### config.mk
export PLATFORM = sky130hd
export DESIGN_NAME = adc_frame_reader
export DESIGN_NICKNAME = d
export VERILOG_FILES = /design/src/rtl/afr_pkg.sv /design/src/rtl/afr_clkdiv.sv /design/src/rtl/afr_shift.sv /design/src/rtl/afr_unpack.sv /design/src/rtl/adc_frame_reader.sv
export SDC_FILE = /design/constraint.sdc
export NUM_CORES = 1
export LEC_CHECK = 0
export BUFFER_PORTS_ARGS = -buffer_cell sky130_fd_sc_hd__buf_2
export CAP_MARGIN = 15
export CORE_ASPECT_RATIO = 1.2
export CORE_MARGIN = 2
export CORE_UTILIZATION = 39
export CTS_CLUSTER_DIAMETER = 30
export CTS_CLUSTER_SIZE = 40
export DETAILED_ROUTE_END_ITERATION = 6
export PLACE_DENSITY = 0.56
export SLEW_MARGIN = 40
export SYNTH_ARGS = -nofsm -noshare
export SYNTH_HDL_FRONTEND = slang
export SYNTH_SLANG_ARGS = --single-unit
### constraint.sdc
create_clock -name clk -period 7.1 [get_ports clk]
set_input_delay 0.355 -clock clk [delete_from_list [all_inputs] [get_ports clk]]
set_output_delay 0.355 -clock clk [all_outputs]
set_load 0.01 [all_outputs]
### src/rtl/afr_pkg.sv
package afr_pkg;
  localparam int FRAME_W = 32;
  localparam int DATA_W  = 24;
  localparam int SUB_W   = 5;
  localparam int BIT_ST1 = 31;
  localparam int BIT_ST0 = 30;
  localparam int BIT_SGN = 29;
  localparam int FLD_LSB = SUB_W;

  typedef enum logic [2:0] {
    ST_IDLE, ST_POLL, ST_GAP, ST_XFER, ST_TAIL, ST_FIN
  } afr_state_e;

  typedef struct packed {
    logic                     stat_ok;
    logic signed [DATA_W-1:0] value;
    logic [SUB_W-1:0]         sub;
  } afr_word_t;
endpackage

### src/rtl/afr_clkdiv.sv
module afr_clkdiv #(
  parameter int HALF = 2
) (
  input  logic clk,
  input  logic rst_n,
  input  logic en,
  output logic tick
);
  localparam int CW = (HALF < 2) ? 1 : $clog2(HALF);

  logic [CW-1:0] cnt_q, cnt_d;

  assign tick = en && (cnt_q == CW'(HALF - 1));

  always_comb begin
    if (!en || tick) cnt_d = '0;
    else             cnt_d = cnt_q + CW'(1);
  end

  always_ff @(posedge clk or negedge rst_n) begin
    if (!rst_n) cnt_q <= '0;
    else        cnt_q <= cnt_d;
  end


  tick_spacing_chk: assert property (@(posedge clk) disable iff (!rst_n)
    tick |=> !tick);
endmodule

### src/rtl/afr_shift.sv
module afr_shift #(
  parameter int FRAME_W = 32,
  parameter int CFG_W   = 8
) (
  input  logic               clk,
  input  logic               rst_n,
  input  logic               load,
  input  logic [CFG_W-1:0]   cfg,
  input  logic               advance,
  input  logic               capture,
  input  logic               sdo,
  output logic [FRAME_W-1:0] frame,
  output logic               tx_bit
);
  logic [CFG_W-1:0]   tx_q, tx_d;
  logic [FRAME_W-1:0] rx_q, rx_d;

  always_comb begin
    tx_d = tx_q;
    if (load)         tx_d = cfg;
    else if (advance) tx_d = tx_q << 1;
  end

  always_comb begin
    rx_d = rx_q;
    if (capture) rx_d = {rx_q[FRAME_W-2:0], sdo};
  end

  always_ff @(posedge clk or negedge rst_n) begin
    if (!rst_n) begin
      tx_q <= '0;
      rx_q <= '0;
    end else begin
      tx_q <= tx_d;
      rx_q <= rx_d;
    end
  end

  assign frame  = rx_q;
  assign tx_bit = tx_q[CFG_W-1];


  load_excl_chk: assert property (@(posedge clk) disable iff (!rst_n)
    !(load && (advance || capture)));
endmodule

### src/rtl/afr_unpack.sv
module afr_unpack
  import afr_pkg::*;
(
  input  logic [FRAME_W-1:0] frame,
  output afr_word_t          word
);
  logic              pos;
  logic [DATA_W-1:0] field;

  assign pos   = frame[BIT_SGN];
  assign field = frame[FLD_LSB +: DATA_W];

  always_comb begin
    word.stat_ok = !frame[BIT_ST1] && !frame[BIT_ST0];
    word.sub     = frame[SUB_W-1:0];
    if (pos) word.value = field[DATA_W-1] ? {1'b0, {(DATA_W-1){1'b1}}} : field;
    else     word.value = field[DATA_W-1] ? field : {1'b1, {(DATA_W-1){1'b0}}};
  end
endmodule

### src/rtl/adc_frame_reader.sv
module adc_frame_reader
  import afr_pkg::*;
#(
  parameter int HALF_DIV  = 3,
  parameter int SETTLE    = 4,
  parameter int GAP       = 3,
  parameter int MAX_POLLS = 6,
  parameter int CFG_W     = 8
) (
  input  logic                     clk,
  input  logic                     rst_n,
  input  logic                     start_i,
  input  logic [CFG_W-1:0]         cfg_i,
  output logic                     busy_o,
  output logic                     cs_n_o,
  output logic                     sck_o,
  output logic                     sdi_o,
  input  logic                     sdo_i,
  output logic signed [DATA_W-1:0] result_o,
  output logic [SUB_W-1:0]         sublsb_o,
  output logic                     valid_o,
  output logic                     err_o
);
  localparam int HALF_EFF   = (HALF_DIV < 2) ? 2 : HALF_DIV;
  localparam int SETTLE_EFF = (SETTLE < 1) ? 1 : SETTLE;
  localparam int GAP_EFF    = (GAP < 1) ? 1 : GAP;
  localparam int POLLS_EFF  = (MAX_POLLS < 1) ? 1 : MAX_POLLS;
  localparam int TMAX       = (SETTLE_EFF > GAP_EFF) ? SETTLE_EFF : GAP_EFF;
  localparam int TW         = $clog2(TMAX + 1);
  localparam int PW         = $clog2(POLLS_EFF + 1);
  localparam int BW         = $clog2(FRAME_W + 1);

  // reset: asynchronous assert, synchronous release
  logic [1:0] rs_q;
  logic       rst_s_n;
  always_ff @(posedge clk or negedge rst_n) begin
    if (!rst_n) rs_q <= '0;
    else        rs_q <= {rs_q[0], 1'b1};
  end
  assign rst_s_n = rs_q[1];

  afr_state_e         state_q, state_d;
  logic [TW-1:0]      tmr_q, tmr_d;
  logic [PW-1:0]      poll_q, poll_d;
  logic [BW-1:0]      bit_q, bit_d;
  logic               cs_n_q, cs_n_d;
  logic               sck_q, sck_d;
  logic               tmo_q, tmo_d;
  logic               valid_q, valid_d;
  logic               err_q, err_d;
  logic signed [DATA_W-1:0] res_q, res_d;
  logic [SUB_W-1:0]   sub_q, sub_d;

  logic               tick, load, adv, cap, tx_bit;
  logic [FRAME_W-1:0] frame;
  afr_word_t          word;

  afr_clkdiv #(.HALF(HALF_EFF)) u_div (
    .clk  (clk),
    .rst_n(rst_s_n),
    .en   (state_q == ST_XFER),
    .tick (tick)
  );

  afr_shift #(.FRAME_W(FRAME_W), .CFG_W(CFG_W)) u_shift (
    .clk    (clk),
    .rst_n  (rst_s_n),
    .load   (load),
    .cfg    (cfg_i),
    .advance(adv),
    .capture(cap),
    .sdo    (sdo_i),
    .frame  (frame),
    .tx_bit (tx_bit)
  );

  afr_unpack u_unpack (
    .frame(frame),
    .word (word)
  );

  always_comb begin
    state_d = state_q;
    tmr_d   = tmr_q;
    poll_d  = poll_q;
    bit_d   = bit_q;
    cs_n_d  = cs_n_q;
    sck_d   = sck_q;
    tmo_d   = tmo_q;
    res_d   = res_q;
    sub_d   = sub_q;
    valid_d = 1'b0;
    err_d   = 1'b0;
    load    = 1'b0;
    adv     = 1'b0;
    cap     = 1'b0;
    unique case (state_q)
      ST_IDLE: begin
        if (start_i) begin
          load    = 1'b1;
          cs_n_d  = 1'b0;
          tmr_d   = '0;
          poll_d  = '0;
          tmo_d   = 1'b0;
          state_d = ST_POLL;
        end
      end
      ST_POLL: begin
        if (tmr_q == TW'(SETTLE_EFF - 1)) begin
          tmr_d = '0;
          if (!sdo_i) begin
            bit_d   = '0;
            state_d = ST_XFER;
          end else if (poll_q == PW'(POLLS_EFF - 1)) begin
            tmo_d   = 1'b1;
            cs_n_d  = 1'b1;
            state_d = ST_FIN;
          end else begin
            poll_d  = poll_q + PW'(1);
            cs_n_d  = 1'b1;
            state_d = ST_GAP;
          end
        end else begin
          tmr_d = tmr_q + TW'(1);
        end
      end
      ST_GAP: begin
        if (tmr_q == TW'(GAP_EFF - 1)) begin
          tmr_d   = '0;
          cs_n_d  = 1'b0;
          state_d = ST_POLL;
        end else begin
          tmr_d = tmr_q + TW'(1);
        end
      end
      ST_XFER: begin
        if (tick) begin
          if (!sck_q) begin
            sck_d = 1'b1;
            cap   = 1'b1;
            bit_d = bit_q + BW'(1);
          end else begin
            sck_d = 1'b0;
            if (bit_q == BW'(FRAME_W)) state_d = ST_TAIL;
            else                       adv     = 1'b1;
          end
        end
      end
      ST_TAIL: begin
        cs_n_d  = 1'b1;
        state_d = ST_FIN;
      end
      ST_FIN: begin
        if (tmo_q || !word.stat_ok) begin
          err_d = 1'b1;
        end else begin
          valid_d = 1'b1;
          res_d   = word.value;
          sub_d   = word.sub;
        end
        state_d = ST_IDLE;
      end
      default: state_d = ST_IDLE;
    endcase
  end

  always_ff @(posedge clk or negedge rst_s_n) begin
    if (!rst_s_n) begin
      state_q <= ST_IDLE;
      tmr_q   <= '0;
      poll_q  <= '0;
      bit_q   <= '0;
      cs_n_q  <= 1'b1;
      sck_q   <= 1'b0;
      tmo_q   <= 1'b0;
      valid_q <= 1'b0;
      err_q   <= 1'b0;
      res_q   <= '0;
      sub_q   <= '0;
    end else begin
      state_q <= state_d;
      tmr_q   <= tmr_d;
      poll_q  <= poll_d;
      bit_q   <= bit_d;
      cs_n_q  <= cs_n_d;
      sck_q   <= sck_d;
      tmo_q   <= tmo_d;
      valid_q <= valid_d;
      err_q   <= err_d;
      res_q   <= res_d;
      sub_q   <= sub_d;
    end
  end

  assign busy_o   = (state_q != ST_IDLE);
  assign cs_n_o   = cs_n_q;
  assign sck_o    = sck_q;
  assign sdi_o    = (state_q == ST_XFER) && tx_bit;
  assign result_o = res_q;
  assign sublsb_o = sub_q;
  assign valid_o  = valid_q;
  assign err_o    = err_q;


  sck_idle_chk: assert property (@(posedge clk) disable iff (!rst_s_n)
    cs_n_q |-> !sck_q);

  bit_range_chk: assert property (@(posedge clk) disable iff (!rst_s_n)
    bit_q <= BW'(FRAME_W));

  poll_no_clk_chk: assert property (@(posedge clk) disable iff (!rst_s_n)
    (state_q == ST_POLL || state_q == ST_GAP) |-> !sck_q);

  sdi_quiet_chk: assert property (@(posedge clk) disable iff (!rst_s_n)
    cs_n_q |-> !sdi_o);

  strobe_excl_chk: assert property (@(posedge clk) disable iff (!rst_s_n)
    !(valid_q && err_q));

  strobe_pulse_chk: assert property (@(posedge clk) disable iff (!rst_s_n)
    (valid_q || err_q) |=> !(valid_q || err_q));

  strobe_after_cs_chk: assert property (@(posedge clk) disable iff (!rst_s_n)
    (valid_q || err_q) |-> (cs_n_q && $past(cs_n_q)));

  hold_on_err_chk: assert property (@(posedge clk) disable iff (!rst_s_n)
    err_q |-> $stable(res_q));
endmodule

==> qor.yml <==
global_route:
  antenna_found_initial: 0
  grt-ovfl-total: 0
  grt.total_usage: 0.147
  grt_pass1_vias: 2875
  grt_max_degree: 71
  grt_pass1_wl_um: 13900
drt:
  wl_um: 7910
  firstDrtPassIters: 4
  routed_via_density: 5.25
  drt_iter0_markers: 133
  wl_per_cell_um: 14.2
  drtAntennaViolNets: 0
  drc: 0
  num_vias: 2928
timing:
  post-route-period-util: 0.334
  hold_viol_final: 0
  period_needed_ns: 2.37
  clock.fmax_ghz: 0.422
  drv_slew: 0
  slew_headroom: 0.488
  clock_skew_ns: 0.00759
  tns_ns: 0
  finalSetupViolations: 0
  rsz0062_at_grt: "no"
  worst_pin_slew_ns: 0.767
synthesis:
  yosysWarnings: 0
  synth_cells: 387
  syn_nets: 409
  ys_types: 50
  synth-edff-count: 0
  ys_ff_latch: 93
  seq_area_frac_synth: 0.545
  synth-main-ff-cell: "dfrtp_1"
  synthesis.area_sq_mm: 0.00427
  async_reset_ff_frac: 1.00
  syn-mean-instance-area_sq_um: 11.0
power_and_ir_drop:
  clock_power_share: 0.359
  combPwrFrac: 0.185
  switching_share: 0.290
  vdd_ir_drop_max_mv: 0.135
  leakagePower_nw: 2.36
  p_sw_mw: 0.439
  p_seq_frac: 0.456
  internal_power_mw: 1.07
  power_density_mw_per_mm2: 305
  power.total_mw: 1.51
worst_setup_path:
  crit_fanout: 19
  worstSetupEndpointType: "primary output"
  arrival_ns: 2.02
  reg2regPathDepth: 3
  start_kind: "register"
  regToRegSetupSlack_ns: 4.85
  crit_type: "reg -> out"
  cp.required_ns: 6.74
placement:
  hpwl_um: 5210
  io_buffers: 46
  gp_congestion: 0.747
  dp.cells: 541
clocking:
  clockBufferDepth: 2
  cts_resized: 0
  cts-root-buf: "clkbuf_16"
  post-cts-setup-buffer-count: 0
  clkSlewWorstSetupHoldPaths_ns: 0.06
  clk_latency_ns: 0.34
  cts_buffers: 9
  htreeDepth: 3
  cts_tree: "done"
  numClockSinks: 93
floorplanning:
  rows: 41
  dieArea_sq_mm: 0.0118
  dieWidth_um: 99.6
  pin_count: 47
  core_sq_mm: 0.0106
  start_util: 0.402
  die_h_um: 119
cells_and_area:
  drive_gt1_frac: 0.261
  syn_to_final_growth_pct: 15.9
  fin_nets: 446
  num_antenna_cells: 0
  fin_cells: 558
outcome:
  outcome: "finished, final reports clean"
run:
  drv_cap: 0
worst_hold_path:
  hp-class: "reg -> async"
==> cell type report <==
class | instances | area [sq um]
fill | 1016 | 5670
sequential | 93 | 2330
clock buffer | 10 | 229
tap | 129 | 161
inverter | 14 | 52.6
timing repair buffer | 50 | 287
multi-input combinational | 256 | 1780
clock inverter | 6 | 111
==> kinds of logic (layout without fill, tap and decap cells) <==
| family | count (synthesis) | in the layout | share of synthesized area |
|---|---|---|---|
| DFF | 93 | 93 | 0.545 |
| adders and majority gates | 10 | 10 | 0.0293 |
| xor gates and xnor gates | 2 | 2 | 0.00410 |
| buffers and inverters | 38 | 80 | 0.0401 |
| AOI/OAI and AO/OA | 94 | 94 | 0.147 |
| and+or+nand+nor | 107 | 107 | 0.124 |
| muxes | 42 | 42 | 0.109 |
| other | 1 | 1 | 0.000877 |
==> stage by stage <==
stage	utilization	setup slack [ns]	hold WS [ns]	cell area [sq um]
floorplan	-	4.32	0.0594	4270
global placement	0.430	4.84	0.140	4570
detailed placement	0.433	4.83	0.142	4600
CTS	0.466	4.71	0.226	4950
global route	0.466	4.55	0.250	4950
finish	0.466	4.73	0.222	4950
==> final timing paths <==
path	from	to
setup reg to reg	state_q[1]	sublsb_o[3]
min in group clk	cfg_i[0]	u_shift.tx_q[0]
setup / recovery	state_q[1]	sdi_o
hold reg to reg	rs_q[1]	sck_o
max in group asynchronous	rs_q[1]	u_shift.frame[28]
hold / removal	rs_q[1]	sck_o
==> power groups by stage <==
stage                     registers, mW  clock network, mW  logic, mW
after floorplan                   0.659                  0      0.254
after global placement            0.694                  0      0.275
after detailed placement          0.700                  0      0.284
after CTS                         0.690              0.558      0.287
after global routing              0.703              0.583      0.324
final                             0.689              0.543      0.281
==> flip-flops by register name, summed over array words and instances (netlist names), 2 cells and up <==
name	count
tmr_q	3
state_q	3
result_o	24
rs_q	2
u_div.cnt_q	2
bit_q	6
u_shift.frame	32
u_shift.tx_q	8
sublsb_o	5
poll_q	3
==> per-layer routing <==
layer,global-route usage,routed length [um],vias up
met1,0.194,3670,1425
met3,0.0343,257,12
li1,-,-,1443
met4,0.0582,130,0
met5,0,0,-
met2,0.232,3850,48
==> cells in the mapped netlist, drive strengths merged, types with 2 or more instances <==
cell type	count	area share
dfrtp	92	0.54
nand2	39	0.035
nor2	39	0.035
mux2	38	0.10
a21oi	30	0.035
o31ai	23	0.040
inv	14	0.012
buf	13	0.018
o21ai	12	0.014
clkbuf	11	0.0097
ha	10	0.029
a22o	7	0.014
nor3	7	0.0094
a21o	6	0.011
nand3	5	0.0059
mux2i	4	0.0094
a22oi	3	0.0053
and2	3	0.0044
a221o	2	0.0047
a31oi	2	0.0029
nand3b	2	0.0064
nand4	2	0.0064
nor4	2	0.0044
o211ai	2	0.0035
o2bb2ai	2	0.0041
xnor2	2	0.0041
==> critical path, cell delays in order (launching register included) <==
cell     delay [ns]
dfrtp_1        0.77
inv_1          0.30
nor3_1         0.33
and2_1         0.16
buf_2          0.12
==> timing repair <==
item | 4_1_cts | 5_1_grt
hold buffers | 1 | 0
endpoints found under the hold margin | 2 | 0
setup endpoints to repair | 0 | 0
==> cells in the final DEF, fill, tap and decap left out, types with 2 or more instances in the layout <==
cell	instances
a21o_1	6
a21oi_1	30
a221o_1	2
a22o_1	7
a22oi_1	3
a31oi_1	2
and2_1	3
buf_2	46
bufinv_16	3
clkbuf_16	9
dfrtp_1	90
ha_1	10
inv_1	14
mux2_2	37
mux2i_1	4
nand2_1	38
nand3_1	5
nor2_1	38
nor3_1	6
o211ai_1	2
o21ai_0	11
o2bb2ai_1	2
o31ai_1	23
xnor2_1	2
No activity file was read; power rests on OpenSTA's default activity.
